### config.mk
export PLATFORM = sky130hd
export DESIGN_NAME = edge_tally_debounced
export DESIGN_NICKNAME = d
export VERILOG_FILES = /design/src/rtl/edge_tally_debounced.sv
export SDC_FILE = /design/constraint.sdc
export NUM_CORES = 1
export LEC_CHECK = 0
export ABC_AREA = 0
export ABC_CLOCK_PERIOD_IN_PS = 2000
export BUFFER_PORTS_ARGS = -buffer_cell sky130_fd_sc_hd__buf_2
export CAP_MARGIN = 20
export CORE_MARGIN = 2
export CORE_UTILIZATION = 52
export CTS_BUF_LIST = sky130_fd_sc_hd__clkbuf_4 sky130_fd_sc_hd__clkbuf_8
export DETAILED_ROUTE_END_ITERATION = 12
export GPL_TIMING_DRIVEN = 0
export PLACE_DENSITY = 0.85
export SETUP_SLACK_MARGIN = 0.3
export SLEW_MARGIN = 20
export SYNTH_ARGS = -nofsm -noshare
export SYNTH_HDL_FRONTEND = slang
export SYNTH_SLANG_ARGS = --single-unit
### constraint.sdc
create_clock -name clk -period 2 [get_ports clk]
set_clock_uncertainty 0.15 [all_clocks]
set_input_delay 0.3 -clock clk [delete_from_list [all_inputs] [get_ports clk]]
set_output_delay 0.3 -clock clk [all_outputs]
set_load 0.01 [all_outputs]
### src/rtl/edge_tally_debounced.sv
module edge_tally_debounced #(
  parameter int CNT_W  = 32,
  parameter int UNIT_W = 8,
  parameter int DATA_W = 16
) (
  input  logic              clk,
  input  logic              rst_n,
  input  logic              unit_tick,
  input  logic              pin_sync,
  input  logic              cfg_wr,
  input  logic              upd_wr,
  input  logic [DATA_W-1:0] wr_data,
  output logic [CNT_W-1:0]  count
);
  localparam int POL_BIT = 8;

  logic [UNIT_W-1:0] hold;
  logic [UNIT_W-1:0] lock_cnt;
  logic              rise_sel;
  logic              prev_lvl;
  logic              primed;
  logic              locked;

  wire edge_seen   = primed && (rise_sel ? (pin_sync && !prev_lvl) : (!pin_sync && prev_lvl));
  wire take        = edge_seen && !locked;
  wire clear       = upd_wr && !cfg_wr && (wr_data == '0);
  wire release_now = locked && unit_tick && (lock_cnt >= hold);

  always_ff @(posedge clk or negedge rst_n) begin
    if (!rst_n) begin
      hold     <= '0;
      rise_sel <= 1'b0;
      prev_lvl <= 1'b1;
      primed   <= 1'b0;
      locked   <= 1'b0;
      lock_cnt <= '0;
      count    <= '0;
    end else begin
      prev_lvl <= pin_sync;
      primed   <= 1'b1;
      if (cfg_wr) begin
        hold     <= wr_data[UNIT_W-1:0];
        rise_sel <= wr_data[POL_BIT];
      end
      if (clear)     count <= '0;
      else if (take) count <= count + 1'b1;
      if (take) begin
        locked   <= 1'b1;
        lock_cnt <= '0;
      end else if (release_now) begin
        locked   <= 1'b0;
      end else if (locked && unit_tick) begin
        lock_cnt <= lock_cnt + 1'b1;
      end
    end
  end
endmodule

==> results.txt <==
Largest net degree at the start of global routing = 53
Max_cap viols = 0
HP Class = in2reg
DRT iter0 DRCs = 326
Synth Warn # = 0
Post-Syn Instances = 289
Flop-to-flop setup slack = -0.27 ns
Antenna-violating nets left = 0
Highest-delay cell along the critical path = a2111o_1
WL/cell = 21.8 um
Crit path capture type = flop
Core Area = 0.00514 mm^2
Post-synth EDFFs = 0
Clk buf depth = 2
Setup TNS = -2.08 ns
Final worst path period need = 2.27 ns
First-pass GRT wire length = 13.4 mm
Synthesized area per cell = 9.59 um^2
CTS tree = done
Total wire length = 10.1 mm
I/O pins = 54
Flops & latches, synth = 52
DRC = 0
Final instance area = 0.00406 mm^2
Total grt overflow = 0
Most common cell after layout, fill and taps aside = buf_2
Initial antenna violation count = 0
GP Congestion = 0.827
Top FF cell, synth = dfrtp_1
Synth Net Count = 321
Total CTS buffers = 5
Failing checks = setup timing
Ant diodes = 0
Final worst slack = -0.265 ns
Clock sinks = 52
Starting density of the core = 53.9%
DRT Pass-1 Iters = 5
Sum of buffers and inverters on the critical path = 0
Sequential share of the synthesized area = 47.0%
Final Setup Violations = 13
DR vias/cell = 6.32
Die width = 77.0 um
Crit Path Max Fanout = 4
Worst Path Required = 2.08 ns
VDD IR-drop max = 0.472 mV
Dpl hpwl = 4.52 mm
Leak pwr = 0.00209 uW
Final Hold Fails = 0
GRT Resource Usage Total = 28.7%
Worst-margin pin slew = 0.662 ns
Ys async rst share = 100%
Area leader, netlist = dfrtp_1
Root buf cell = clkbuf_8
Final Slew Violations = 0
Startpoint Class = flop
Final Cycle Share = 113%
Via count = 2,937
Top post-synthesis cells by area = dfrtp_1 (46%), xnor2_1 (4.7%), ha_1 (4.5%)
Max-slew headroom = 55.9%
Share of cells above drive strength 1 = 44.3%
Fmax = 441 MHz
CP max stage delay = 0.43 ns
Die Area = 0.00593 mm^2
Netlist Area Pre-Place = 0.00277 mm^2
Status = finished with violations
Most frequent cells in the layout = buf_2 (51), dfrtp_1 (43), buf_4 (32), nor2_1 (30), nand2_1 (25)
# port buffers = 52
CP Class = reg2reg
Critical path, cell by cell = ha_1, nand2b_4, a2111o_1, a311oi_2, nand4_1, a21oi_1
Unrepaired setup endpoints after global routing = yes
P&R area growth vs syn = 46.4%
Synth top area share = 46.1%
Layout Nets = 426
# rows = 26
Die height = 77.0 um
Post-placement cell area = 0.00323 mm^2
H-tree Lvls = 2
Clock Latency Late Sink = 0.31 ns
Number of global-route vias before repair = 2,768
Unique cell type count in the Yosys netlist = 49
Delay-heaviest family, CP = compound AO/OA/AOI/OAI gates
CTS clock-pin slew for the worst setup and hold paths = 0.09 ns
Fillers = 295
Cell Pwr Density = 671 mW/mm^2
CP Data Arrival Time = 2.34 ns
kinds of logic (layout without fill, tap and decap cells):
logic type	Yosys count	after routing	synth area share (%)
flops	52	52	47.0
compound gates	31	31	7.00
other cells	1	1	0.135
simple gates	138	138	26.8
mux	7	7	2.62
fa+ha+maj	10	10	4.52
buf+inv	22	128	3.07
xor+xnor	28	28	8.85
sequential cells by signal, indices dropped and copies added, names as in the netlist:
register  flops
rise_sel      1
lock_cnt      8
primed        1
count        32
prev_lvl      1
hold          8
locked        1
synthesized netlist by cell type, drive strengths merged, types with 2 or more instances:
master	instances
and2	3
clkbuf	8
xor2	13
a31o	2
nand2	29
nand2b	3
ha	10
nor3	5
or3	2
and3	10
inv	13
nor4b	2
nand3	13
mux2	2
a21oi	6
dfrtp	51
nor4	9
xnor2	15
o21ai	14
or4	4
nor2	33
nand4	14
and4	5
mux2i	5
tightest hold or removal path, cell delays in order:
cell,delay (ns)
buf_2,0.09
nand2_1,0.04
o21ai_0,0.05
final timing paths:
path,from,to,cells past startpoint
setup / recovery,hold[0],lock_cnt[5],6
min in group asynchronous,rst_n,count[24],2
hold reg to reg,hold[6],hold[6],2
setup reg to reg,hold[0],lock_cnt[5],6
hold / removal,wr_data[6],hold[6],3
max in group asynchronous,rst_n,count[18],2
routing by layer:
layer,global-route usage [%],routed length [um]
met3,5.76,818
met4,14.3,703
met1,36.4,3760
met2,46.9,4850
met5,0,0
where the power goes:
group | switching (uW) | internal [uW] | total, uW
registers | 131 | 1160 | 1290
clock network | 351 | 291 | 642
logic | 434 | 357 | 792
total | 917 | 1810 | 2720
what timing repair did:
item / in CTS / in global routing
endpoints found under the setup margin: 40 / 41
hold endpoints to repair: 52 / 0
hold buffers: 2 / 0
gates cloned: 1 / 0
gates resized for setup: 37 / 45
buffers inserted: 29 / 14
pin swaps: 35 / 36
cell type report:
class                           count  area [um^2]  area share, %
Inverter                           13         48.8           1.20
Multi-Input combinational cell    215         1770           43.6
Buffer                              9         67.6           1.67
Tap cell                           70         87.6           2.16
Sequential cell                    52         1310           32.4
Timing Repair Buffer               98          682           16.8
Clock buffer                        8         91.3           2.25
per-stage QoR:
step           util (%)  std cells  hold slack [ns]  setup WS [ns]  power, uW
2_1_floorplan         -        289           -0.146        -0.0953       1620
3_3_place_gp       62.9        411            0.302         -0.171       1760
3_5_place_dp       62.9        411            0.222         -0.239       1800
4_1_cts            73.0        451           0.0632         -0.207       2510
5_1_grt            78.9        465           0.0949         -0.390       2810
6_report           78.9        465           0.0646         -0.265       2720
Power figures use the tool's default switching activity.
